==> config.mk <==
export PLATFORM = sky130hd
export DESIGN_NAME = sysopt_ctrl
export DESIGN_NICKNAME = d
export VERILOG_FILES = /design/src/rtl/sysopt_pkg.sv /design/src/rtl/sysopt_regfile.sv /design/src/rtl/sysopt_wdog.sv /design/src/rtl/sysopt_stopgate.sv /design/src/rtl/sysopt_ctrl.sv
export SDC_FILE = /design/constraint.sdc
export NUM_CORES = 1
export LEC_CHECK = 0
export BUFFER_PORTS_ARGS = -buffer_cell sky130_fd_sc_hd__buf_2
export CORE_MARGIN = 5
export CORE_UTILIZATION = 25
export DETAILED_ROUTE_END_ITERATION = 8
export GPL_ROUTABILITY_DRIVEN = 0
export MAX_ROUTING_LAYER = met4
export PLACE_DENSITY_LB_ADDON = 0.05
export SETUP_SLACK_MARGIN = 0.1
export SLEW_MARGIN = 15
export SYNTH_ARGS = -nofsm -noshare
export SYNTH_HDL_FRONTEND = slang
export SYNTH_SLANG_ARGS = --single-unit
==> constraint.sdc <==
create_clock -name clk -period 3.5 [get_ports clk]
set_input_delay 0.175 -clock clk [delete_from_list [all_inputs] [get_ports clk]]
set_output_delay 0.175 -clock clk [all_outputs]
set_load 0.02 [all_outputs]
==> src/rtl/sysopt_pkg.sv <==
package sysopt_pkg;
  localparam int REG_W      = 8;
  localparam int BIT_WD_EN  = 7;
  localparam int BIT_WD_LNG = 6;
  localparam int BIT_STOPOK = 5;
  localparam int BIT_DBGPIN = 1;
  localparam int BIT_RSTPIN = 0;
  localparam logic [REG_W-1:0] RESET_VAL = 8'hC3;

  typedef struct packed {
    logic wd_en;
    logic wd_long;
    logic stop_ok;
  } frozen_t;

  typedef struct packed {
    logic dbg;
    logic rstp;
  } pins_t;

  function automatic frozen_t take_frozen(input logic [REG_W-1:0] d);
    frozen_t f;
    f.wd_en   = d[BIT_WD_EN];
    f.wd_long = d[BIT_WD_LNG];
    f.stop_ok = d[BIT_STOPOK];
    return f;
  endfunction

  function automatic pins_t take_pins(input logic [REG_W-1:0] d);
    pins_t p;
    p.dbg  = d[BIT_DBGPIN];
    p.rstp = d[BIT_RSTPIN];
    return p;
  endfunction

  function automatic logic [REG_W-1:0] compose_read(input frozen_t f, input pins_t p);
    logic [REG_W-1:0] r;
    r = '0;
    r[BIT_WD_EN]  = f.wd_en;
    r[BIT_WD_LNG] = f.wd_long;
    r[BIT_STOPOK] = f.stop_ok;
    r[BIT_DBGPIN] = p.dbg;
    r[BIT_RSTPIN] = p.rstp;
    return r;
  endfunction

  function automatic int unsigned period_exp(input logic wd_long, input int unsigned long_exp,
                                             input int unsigned short_exp, input int unsigned shift);
    return wd_long ? (long_exp - shift) : (short_exp - shift);
  endfunction
endpackage

==> src/rtl/sysopt_regfile.sv <==
module sysopt_regfile
  import sysopt_pkg::*;
(
  input  logic             clk,
  input  logic             rst_n,
  input  logic             wr_en,
  input  logic [REG_W-1:0] wr_data,
  output frozen_t          frozen_o,
  output pins_t            pins_o,
  output logic             lock_o,
  output logic             commit_o,
  output logic [REG_W-1:0] rd_data
);
  frozen_t frozen_q;
  pins_t   pins_q;
  logic    lock_q;

  assign commit_o = wr_en & ~lock_q;

  always_ff @(posedge clk or negedge rst_n) begin
    if (!rst_n) begin
      frozen_q <= take_frozen(RESET_VAL);
      pins_q   <= take_pins(RESET_VAL);
      lock_q   <= 1'b0;
    end else begin
      if (commit_o) begin
        frozen_q <= take_frozen(wr_data);
        lock_q   <= 1'b1;
      end
      if (wr_en) pins_q <= take_pins(wr_data);
    end
  end

  assign frozen_o = frozen_q;
  assign pins_o   = pins_q;
  assign lock_o   = lock_q;
  assign rd_data  = compose_read(frozen_q, pins_q);
endmodule

==> src/rtl/sysopt_wdog.sv <==
module sysopt_wdog
  import sysopt_pkg::*;
#(
  parameter int unsigned LONG_EXP   = 20,
  parameter int unsigned SHORT_EXP  = 18,
  parameter int unsigned TIME_SHIFT = 0,
  localparam int unsigned CW        = LONG_EXP - TIME_SHIFT
) (
  input  logic          clk,
  input  logic          rst_n,
  input  logic          enable,
  input  logic          long_sel,
  input  logic          service,
  input  logic          restart,
  output logic [CW-1:0] count_o,
  output logic          expire_o,
  output logic          req_o
);
  logic [CW-1:0] cnt_q;
  logic [CW:0]   limit;
  logic          req_q;
  logic          clear;

  always_comb begin
    limit = ((CW+1)'(1) << period_exp(long_sel, LONG_EXP, SHORT_EXP, TIME_SHIFT)) - (CW+1)'(1);
  end

  assign clear    = ~enable | service | restart;
  assign expire_o = ~clear & ({1'b0, cnt_q} == limit);

  always_ff @(posedge clk or negedge rst_n) begin
    if (!rst_n) begin
      cnt_q <= '0;
      req_q <= 1'b0;
    end else begin
      req_q <= expire_o;
      if (clear || expire_o) cnt_q <= '0;
      else                   cnt_q <= cnt_q + CW'(1);
    end
  end

  assign count_o = cnt_q;
  assign req_o   = req_q;
endmodule

==> src/rtl/sysopt_stopgate.sv <==
module sysopt_stopgate (
  input  logic clk,
  input  logic rst_n,
  input  logic stop_ok,
  input  logic stop_req,
  output logic trap_o,
  output logic grant_o,
  output logic illop_o
);
  logic grant_q, illop_q;

  assign trap_o = stop_req & ~stop_ok;

  always_ff @(posedge clk or negedge rst_n) begin
    if (!rst_n) begin
      grant_q <= 1'b0;
      illop_q <= 1'b0;
    end else begin
      grant_q <= stop_req & stop_ok;
      illop_q <= trap_o;
    end
  end

  assign grant_o = grant_q;
  assign illop_o = illop_q;
endmodule

==> src/rtl/sysopt_ctrl.sv <==
module sysopt_ctrl
  import sysopt_pkg::*;
#(
  parameter int unsigned LONG_EXP   = 20,
  parameter int unsigned SHORT_EXP  = 18,
  parameter int unsigned TIME_SHIFT = 0,
  localparam int unsigned CW        = LONG_EXP - TIME_SHIFT
) (
  input  logic       clk,
  input  logic       rst_n,
  input  logic       wr_en,
  input  logic [7:0] wr_data,
  output logic [7:0] rd_data,
  input  logic       wdog_service,
  input  logic       stop_req,
  output logic       wdog_rst_req,
  output logic       illop_rst_req,
  output logic       stop_grant,
  output logic       dbg_pin_en,
  output logic       rst_pin_en
);
  frozen_t       frozen_w;
  pins_t         pins_w;
  logic          lock_w;
  logic          commit_w;
  logic [CW-1:0] wd_count_w;
  logic          wd_expire_w;
  logic          trap_w;

  sysopt_regfile u_reg (
    .clk(clk), .rst_n(rst_n), .wr_en(wr_en), .wr_data(wr_data),
    .frozen_o(frozen_w), .pins_o(pins_w), .lock_o(lock_w),
    .commit_o(commit_w), .rd_data(rd_data)
  );

  sysopt_wdog #(.LONG_EXP(LONG_EXP), .SHORT_EXP(SHORT_EXP), .TIME_SHIFT(TIME_SHIFT)) u_wdog (
    .clk(clk), .rst_n(rst_n), .enable(frozen_w.wd_en), .long_sel(frozen_w.wd_long),
    .service(wdog_service), .restart(commit_w), .count_o(wd_count_w),
    .expire_o(wd_expire_w), .req_o(wdog_rst_req)
  );

  sysopt_stopgate u_stop (
    .clk(clk), .rst_n(rst_n), .stop_ok(frozen_w.stop_ok), .stop_req(stop_req),
    .trap_o(trap_w), .grant_o(stop_grant), .illop_o(illop_rst_req)
  );

  assign dbg_pin_en = pins_w.dbg;
  assign rst_pin_en = pins_w.rstp;
endmodule

# Word level (Yosys, flattened, before mapping)
# Index checks and enable logic that the tools add are counted.
[word_totals] out_inout_bits=13 reg_bits=29
[classes] n_bitwise=10 shift=1 n_reduce_logical=1 muxes=2 n_eq_ne=1 addsub=2
[ops] operator="$shl 1x32->21 const A" n=1
[ops] operator="$eq 20x21->1" n=1
[ops] operator="$sub 21x2->21 const B" n=1
[ops] operator="$add 20x1->20 const B" n=1
[ops] operator="$mux 20" n=1
[ops] operator="$and 1x1->1" n=4
[ops] operator="$not 1->1" n=4
[ops] operator="$mux 3" n=1
[ops] operator="$or 1x1->1" n=2
[ops] operator="$logic_or 1x1->1" n=1

# Depth between registers and ports, before layout
# Gate-level depths: netlist of run 1.
[logic_depth] ltp_word=7 mapped_depth=7 depth_no_buf=5

# Cells and area by module
# From an unflattened synthesis of run 1, not the netlist that was laid out.
[unflattened] hier_cells=133 hier_area_um2=1411.4
[by_module_without_submodules] mod="sysopt_wdog" cells_each=107 area_per_inst_um2=1042.2 instances=1
[by_module_without_submodules] mod="sysopt_regfile" cells_each=22 area_per_inst_um2=302.8 instances=1
[by_module_without_submodules] mod="sysopt_stopgate" cells_each=4 area_per_inst_um2=66.3 instances=1

# Worst setup path after synthesis of run 1
# Ideal clock, no wire load.
[synth_timing] path_kind="reg-to-reg" start="reg u_wdog.cnt_q[0], in the netlist u_wdog.count_o[0]" end="reg u_wdog.cnt_q[10], in the netlist u_wdog.count_o[10]" t_arrival_ns=1.607 n_path_buf=2 required_time_ns=3.381 synth_period_minus_slack_ns=1.726 setup_time_ns=0.119 slack_ns=1.774 stages_incl_launch_ff=8 path_cell_list="dfrtp_1 -> ha_1 -> nand3_1 -> nor3_2 -> a31o_2 -> buf_4 -> buf_4 -> nor2_1"
[synth_between] elab_chain_len=4 word_cells_on_any_way=5 classes_between="add/sub: 1; eq/ne: 1; mux: 1; bitwise: 1; reduce/logical: 1"
[synth_lines] item="start: declaration" line_no="sysopt_wdog.sv:19" rtl="logic [CW-1:0] cnt_q;"
[synth_lines] item="start signal: assignment" line_no="sysopt_wdog.sv:38" rtl="else cnt_q <= cnt_q + CW'(1);"
[synth_lines] item="branches (longest 3 deep; another with $add 20x1->20)"
[synth_lines] item="$mux 20 (*)" line_no="sysopt_wdog.sv:37" rtl="if (clear || expire_o) cnt_q <= '0;"
# Every way passes the cells marked *.
# A chain may end at the register's enable or synchronous reset.

# Worst setup path after layout of run 1
[layout_timing] start="reg u_wdog.cnt_q[0], in the netlist u_wdog.count_o[0]" end="reg u_wdog.cnt_q[8], in the netlist u_wdog.count_o[8]"
# Same word-level chain as after synthesis.

==> flow_summary_export.csv, run 1 <==
group,metric,value,unit
global_route,grt_pass1_wl,4250,µm
routing,avgRoutedWirePerCell,11.5,µm
job,cap_violations,0,
clock_tree,path_clk_slew,0.06,ns
global_route,grt_max_degree,30,
synthesis,synthTopCellsByCount,"dfrtp_1, nor2_1, xnor2_1, buf_4, nand3_1",
global_route,gr-usage-all-layers,7.80,%
pwr,power,692,µW
floorplan,dieArea,7180,µm²
worst_setup_path,path_max_fanout,19,
floorplan,num_rows,27,
synthesis,async_reset_ff_share,100,%
pwr,worst_ir_drop_vdd,142,µV
worst_setup_path,crit_required,3.64,ns
synthesis,synth_top_cell_by_area,"dfrtp_1",
floorplan,die_y,84.7,µm
timing,worstMarginPinSlew,0.669,ns
clock_tree,numCtsBuffers,5,
routing,post-route-drc-count,0,
routing,ant_nets,0,
timing,final_hold_viol_count,0,
timing,setup_viol,0,
synthesis,ys_seq_area_share,52.3,%
worst_setup_path,cp-end-kind,"flip-flop",
clock_tree,cts_sinks,29,
timing,relSlewSlack,55.4,%
clock_tree,h-tree-depth,2,
floorplan,pin_count,26,
global_route,grt_overflow,0,
worst_setup_path,crit_chain,"ha_1, nand3_1, nor3_2, a31o_2, nor2_1",
timing,clock_skew,0.00928,ns
floorplan,start_util,25.5,%
worst_setup_path,path_delay_family,"simple AND/OR/NAND/NOR gates",
clock_tree,clk_path_buf_depth,2,
pwr,p_per_area,429,nW/µm²
worst_setup_path,cp.arrival,2.21,ns
timing,setup_tns,0,ns
synthesis,netlist_top_cells_area,"dfrtp_1, dfstp_2, xnor2_1",
synthesis,yosysUniqueCellTypes,31,
timing,fin_crit_sh,59.1,%
synthesis,syn_inst,130,
timing,post-route-min-period,2.07,ns
routing,vias,930,
run_status,status,"complete, no violations",
pwr,cellLeakagePower,0.000659,µW
global_route,grt_pass1_vias,886,
clock_tree,clock-root-buffer,"clkbuf_8",
worst_setup_path,start_kind,"flip-flop",
routing,drt_pre_antenna_iters,2,
timing,fin_hold_ws,0.119,ns
timing,finalMaxSlewViolations,0,
global_route,antenna_found_initial,0,
routing,drtIter0Drc,46,
synthesis,ys_ff_latch,29,
worst_setup_path,crit_slowest_cell,"a31o_2",
worst_setup_path,crit_type,"flip-flop to flip-flop",
timing,fmax,0.484,GHz
clock_tree,post_cts_resized,0,
synthesis,synth.most_common_cell,"dfrtp_1",
placed_design,io_buffers,19,
layout,finalNetCount,163,
synthesis,avgSynthCellArea,10.7,µm²
clock_tree,cts_tree,"done",
placed_design,detailed_place_hpwl,1830,µm
worst_setup_path,crit_path_max_incr_delay,0.49,ns
routing,viasPerCell,4.19,
synthesis,yosys_warnings,0,
clock_tree,clk_latency,0.27,ns
floorplan,coreArea,5470,µm²
layout,drive_gt1_share,27.3,%
floorplan,fp.dieW,84.7,µm
hold_path,worstHoldPathType,"input pin to flip-flop",
synthesis,ys.flop_type,"dfrtp_1",
synthesis,syn_area,1400,µm²
layout,diodes,0,
worst_setup_path,crit_buf_inv,0,
synthesis,synth_top_area_share,44.8,%
timing,rsz0062_at_grt,"false",
layout,synthToLayoutAreaGrowth,15.6,%
synthesis,synth_edf_count,0,
routing,detail_route.wirelength,2560,µm
[placed cells by master, fill, tap and decap left out]
cell type,n
nor3_1,3
a21oi_1,2
and4b_1,1
a21boi_0,1
or3b_1,1
nand2_1,5
and4_1,2
o21ba_2,1
mux2_2,5
inv_1,3
or3_4,1
nor2b_1,2
or2_2,2
dlygate4sd3_1,1
nand4_4,1
xor2_1,4
a31o_2,1
buf_2,19
nor3_2,1
o21ai_0,3
nand4_1,5
or3_1,2
and2_1,1
dfrtp_1,25
clkbuf_8,6
dfstp_2,4
xnor2_1,11
ha_1,1
conb_1,3
nand3_1,6
nor4_1,4
clkbuf_1,2
nor2_1,20
and3_1,1
[timing repair]
item / in CTS / in global routing
hold buffers: 1 / 0
hold endpoints to repair: 25 / 0
setup buffers: 0 / 0
[area by class of cell]
| class | count | area [µm²] |
|---|---|---|
| fillers | 605 | 3860 |
| repair buffers | 20 | 105 |
| multi-input cells | 90 | 587 |
| flip-flops and latches | 29 | 731 |
| clock buffers | 8 | 90.1 |
| inverters | 3 | 11.3 |
| well taps | 72 | 90.1 |
[worst paths after layout]
path / cells after the start / to / start / slack, ns
setup reg to reg: 5 / u_wdog.count_o[8] / u_wdog.count_o[0] / 1.43
hold reg to reg: 1 / u_stop.illop_o / u_reg.frozen_o[0] / 0.46
hold / removal: 2 / u_stop.grant_o / stop_req / 0.12
max in group asynchronous: 2 / u_wdog.count_o[1] / rst_n / 2.59
setup / recovery: 5 / u_wdog.count_o[8] / u_wdog.count_o[0] / 1.43
min in group asynchronous: 2 / u_wdog.count_o[15] / rst_n / 0.47
[power breakdown]
| group | switching, µW | internal (µW) | leakage, µW | total, µW |
|---|---|---|---|---|
| Clock | 117 | 160 | 0.0000455 | 277 |
| Sequential | 6.38 | 349 | 0.000382 | 355 |
| Combinational | 38.8 | 21.1 | 0.000232 | 59.8 |
[per-stage QoR]
stage	instance area [µm²]	utilization [%]	setup WS [ns]	cells
floorplan	1400	-	1.77	132
global placement	1510	27.7	1.39	213
detailed placement	1510	27.7	1.36	213
CTS	1610	29.5	1.36	222
global route	1610	29.5	1.21	222
finish	1610	29.5	1.43	222
[worst register-to-register path: stages (launching register included)]
cell	delay (ns)
dfrtp_1	0.41
ha_1	0.22
nand3_1	0.29
nor3_2	0.43
a31o_2	0.49
nor2_1	0.10
[registers in the layout, summed over array words and instances (netlist names)]
signal,cells
u_reg.frozen_o,3
u_reg.lock_o,1
u_reg.pins_o,2
u_stop.grant_o,1
u_stop.illop_o,1
u_wdog.count_o,20
u_wdog.req_o,1
[kinds of logic (layout without fill, tap and decap cells)]
family / count (synthesis) / in the layout / share of synthesized area, %
buf+inv: 13 / 31 / 6.18
flops: 29 / 29 / 52.3
mux: 5 / 5 / 4.03
other cells: 1 / 3 / 0.269
fa+ha+maj: 1 / 1 / 0.896
simple gates: 58 / 58 / 23.2
xor+xnor: 15 / 15 / 9.41
compound gates: 8 / 8 / 3.67
[routing by layer]
layer  up-vias  global-route usage (%)  share of wire (%)
met5         -                       -                  0
met4         0                    3.45                1.2
met3         4                    3.14                4.3
met2        10                    12.0                 49
met1       442                    8.89                 45
li1        474                       -                  -
No activity file was read; power rests on OpenSTA's default activity.
==> inputs of run 2 (changes only) <==
- ABC_AREA: not set -> 1
- clock period: 3.5 -> 2 ns (I/O delays scaled with it)
==> run 2 against run 1 <==
Global-route usage rose by 1.9 points; critical path depth is 4 higher; flip-flop and latch count stayed put; clock skew decreased by 0.0044 ns; largest power group unchanged; highest routed layer unchanged.
==> flow_summary_export.csv, run 2 <==
group,metric,value,unit
synthesis,syn_area,1550,µm²
timing,rsz0062_at_grt,"false",
placed_design,placed_cells,274,
routing,avgRoutedWirePerCell,10.8,µm
synthesis,synth_compound_area_share,2.26,%
global_route,grt_overflow,0,
synthesis,netlist_top_cells_area,"dfrtp_1, nand2_1, dfstp_2",
global_route,grt_max_degree,30,
layout,mostFrequentLayoutCell,"nand2_1",
routing,drtIter0Drc,33,
pwr,p_int,886,µW
routing,detail_route.wirelength,3080,µm
timing,fmax,0.617,GHz
layout,synthToLayoutAreaGrowth,15.8,%
synthesis,ys.flop_type,"dfrtp_1",
synthesis,synth_edf_count,0,
worst_setup_path,cp.arrival,1.78,ns
pwr,power_frac_comb,9.3,%
global_route,grt_pass1_vias,1258,
timing,fin_crit_sh,81.1,%
synthesis,synth_top_area_share,40.4,%
routing,post-route-drc-count,0,
synthesis,synth.most_common_cell,"nand2_1",
floorplan,coreArea,5960,µm²
clock_tree,path_clk_slew,0.06,ns
timing,final_hold_viol_count,0,
global_route,grt_pass1_wl,5690,µm
run_status,status,"complete, no violations",
hold_path,hold_depth,3,
placed_design,detailed_place_hpwl,2270,µm
synthesis,synthTopCellsByCount,"nand2_1, dfrtp_1, nor2_1, inv_1, nor2_2",
pwr,p_sw,311,µW
pwr,p_seq_share,51.9,%
pwr,worst_ir_drop_vdd,243,µV
routing,viasPerCell,4.07,
timing,clock_skew,0.00486,ns
timing,worstMarginPinSlew,0.709,ns
layout,fin_util,30.1,%
synthesis,synth_fa_ha_area_share,0.808,%
synthesis,syn_inst,186,
clock_tree,numCtsBuffers,5,
worst_setup_path,crit_required,2.16,ns
pwr,cellLeakagePower,0.000801,µW
synthesis,post_synth_xor_area_fraction,5.66,%
synthesis,synth_top_cell_by_area,"dfrtp_1",
routing,wl_met1,1480,µm
layout,diodes,0,
routing,vias,1156,
worst_setup_path,crit_type,"flip-flop to flip-flop",
synthesis,avgSynthCellArea,8.32,µm²
global_route,antenna_found_initial,0,
floorplan,start_util,26.0,%
routing,route.top_layer_used,"met4",
floorplan,dieArea,7860,µm²
pwr,p_per_area,668,nW/µm²
floorplan,pin_count,26,
worst_setup_path,path_max_fanout,13,
pwr,power.share.clock,38.8,%
layout,mostFrequentLayoutCells,"nand2_1, dfrtp_1, nor2_1",
floorplan,fp.dieW,88.7,µm
timing,finalMaxSlewViolations,0,
synthesis,synthSimpleGateAreaFrac,34.1,%
synthesis,yosys_warnings,0,
clock_tree,cts_sinks,29,
clock_tree,cts_tree,"done",
global_route,gr-usage-all-layers,9.70,%
clock_tree,clk_path_buf_depth,2,
timing,fin_hold_ws,0.0188,ns
worst_setup_path,cp-end-kind,"flip-flop",
pwr,swShare,26.0,%
job,cap_violations,0,
clock_tree,clk_latency,0.28,ns
clock_tree,post_cts_resized,0,
timing,setup_viol,0,
timing,setup_tns,0,ns
synthesis,ys_seq_area_share,47.2,%
timing,relSlewSlack,52.7,%
timing,post-route-min-period,1.62,ns
layout,drive_gt1_share,27.3,%
layout,largest_reg_flops,20,
clock_tree,h-tree-depth,2,
worst_setup_path,r2r_cells,9,
hold_path,worstHoldPathType,"input pin to flip-flop",
synthesis,synth_top_family_by_area,"simple AND/OR/NAND/NOR gates",
routing,wl_met2,1400,µm
layout,final_cells,284,
routing,dr_wl_met3,161,µm
floorplan,num_rows,28,
synthesis,yosysUniqueCellTypes,22,
layout,finalNetCount,222,
clock_tree,clock-root-buffer,"clkbuf_8",
placed_design,io_buffers,19,
synthesis,ys_ff_latch,29,
routing,ant_nets,0,
routing,drt_pre_antenna_iters,4,
synthesis,synth.area.mux_share,0,%
synthesis,async_reset_ff_share,100,%
floorplan,die_y,88.7,µm
worst_setup_path,start_kind,"flip-flop",
run 2: cell count changes in the layout (fill, tap and decap cells not counted), moves of 3 or more:
cell,previous run,this run
nand2_1,5,47
xnor2_1,11,3
inv_1,3,18
mux2_2,5,0
nand2_2,0,7
xor2_1,4,7
nor4_1,4,0
nand3_1,6,11
nor2_2,0,12
nor2_1,20,23
nor2_4,0,4
run 2: cell type report:
type / count / area, µm²
Fill cell: 665 / 4160
Sequential cell: 29 / 731
Multi-Input combinational cell: 131 / 674
Timing Repair Buffer: 23 / 143
Tap cell: 75 / 93.8
Clock buffer: 6 / 72.6
Inverter: 18 / 67.6
Clock inverter: 2 / 10.0
run 2: what timing repair did:
action                                 in CTS  in global routing
endpoints found under the hold margin      26                  0
hold buffers                                2                  0
setup buffers                               0                  0
run 2: through the flow:
| stage | cell area (µm²) | setup slack [ns] | power (µW) |
|---|---|---|---|
| 3_3_place_gp | 1690 | 0.381 | 742 |
| 5_1_grt | 1790 | 0.223 | 1260 |
| 3_5_place_dp | 1690 | 0.366 | 743 |
| 4_1_cts | 1790 | 0.342 | 1230 |
| 6_report | 1790 | 0.379 | 1200 |
| 2_1_floorplan | 1560 | 0.591 | 713 |
run 2: worst max-delay path, cell delays in order, from the launching register on:
cell	delay (ns)
dfrtp_1	0.39
ha_1	0.20
nand2_1	0.10
nor2_4	0.12
nand2_4	0.09
nor2_4	0.12
nand2_2	0.05
nand2_2	0.20
buf_12	0.19
nor2_1	0.05
run 2: worst paths after layout:
kind	start	to	slack (ns)
setup / recovery	u_wdog.count_o[0]	u_wdog.count_o[10]	0.38
hold / removal	wr_data[0]	u_reg.pins_o[0]	0.02
setup reg to reg	u_wdog.count_o[0]	u_wdog.count_o[10]	0.38
min in group asynchronous	rst_n	u_wdog.count_o[3]	0.41
max in group asynchronous	rst_n	u_wdog.count_o[10]	1.14
hold reg to reg	u_reg.pins_o[1]	u_reg.pins_o[1]	0.47
run 2: cells by family (layout without fill, tap and decap cells):
logic type                 Yosys count  count (layout)
and+or+nand+nor                    111             111
buffers and inverters               28              49
other                                1               3
xor gates and xnor gates            10              10
AOI/OAI and AO/OA                    6               6
adders and majority gates            1               1
DFF                                 29              29
run 2: layer usage:
layer	up-vias	global-route usage (%)
li1	602	-
met1	522	11.8
met2	27	15.1
met3	5	2.79
met4	0	3.71
met5	-	-
run 2: power groups by stage:
stage,sequential (µW),combinational (µW),clock (µW)
6_report,621,112,464
5_1_grt,623,124,516
4_1_cts,621,115,498
3_5_place_dp,631,112,0
3_3_place_gp,631,112,0
2_1_floorplan,639,74.3,0
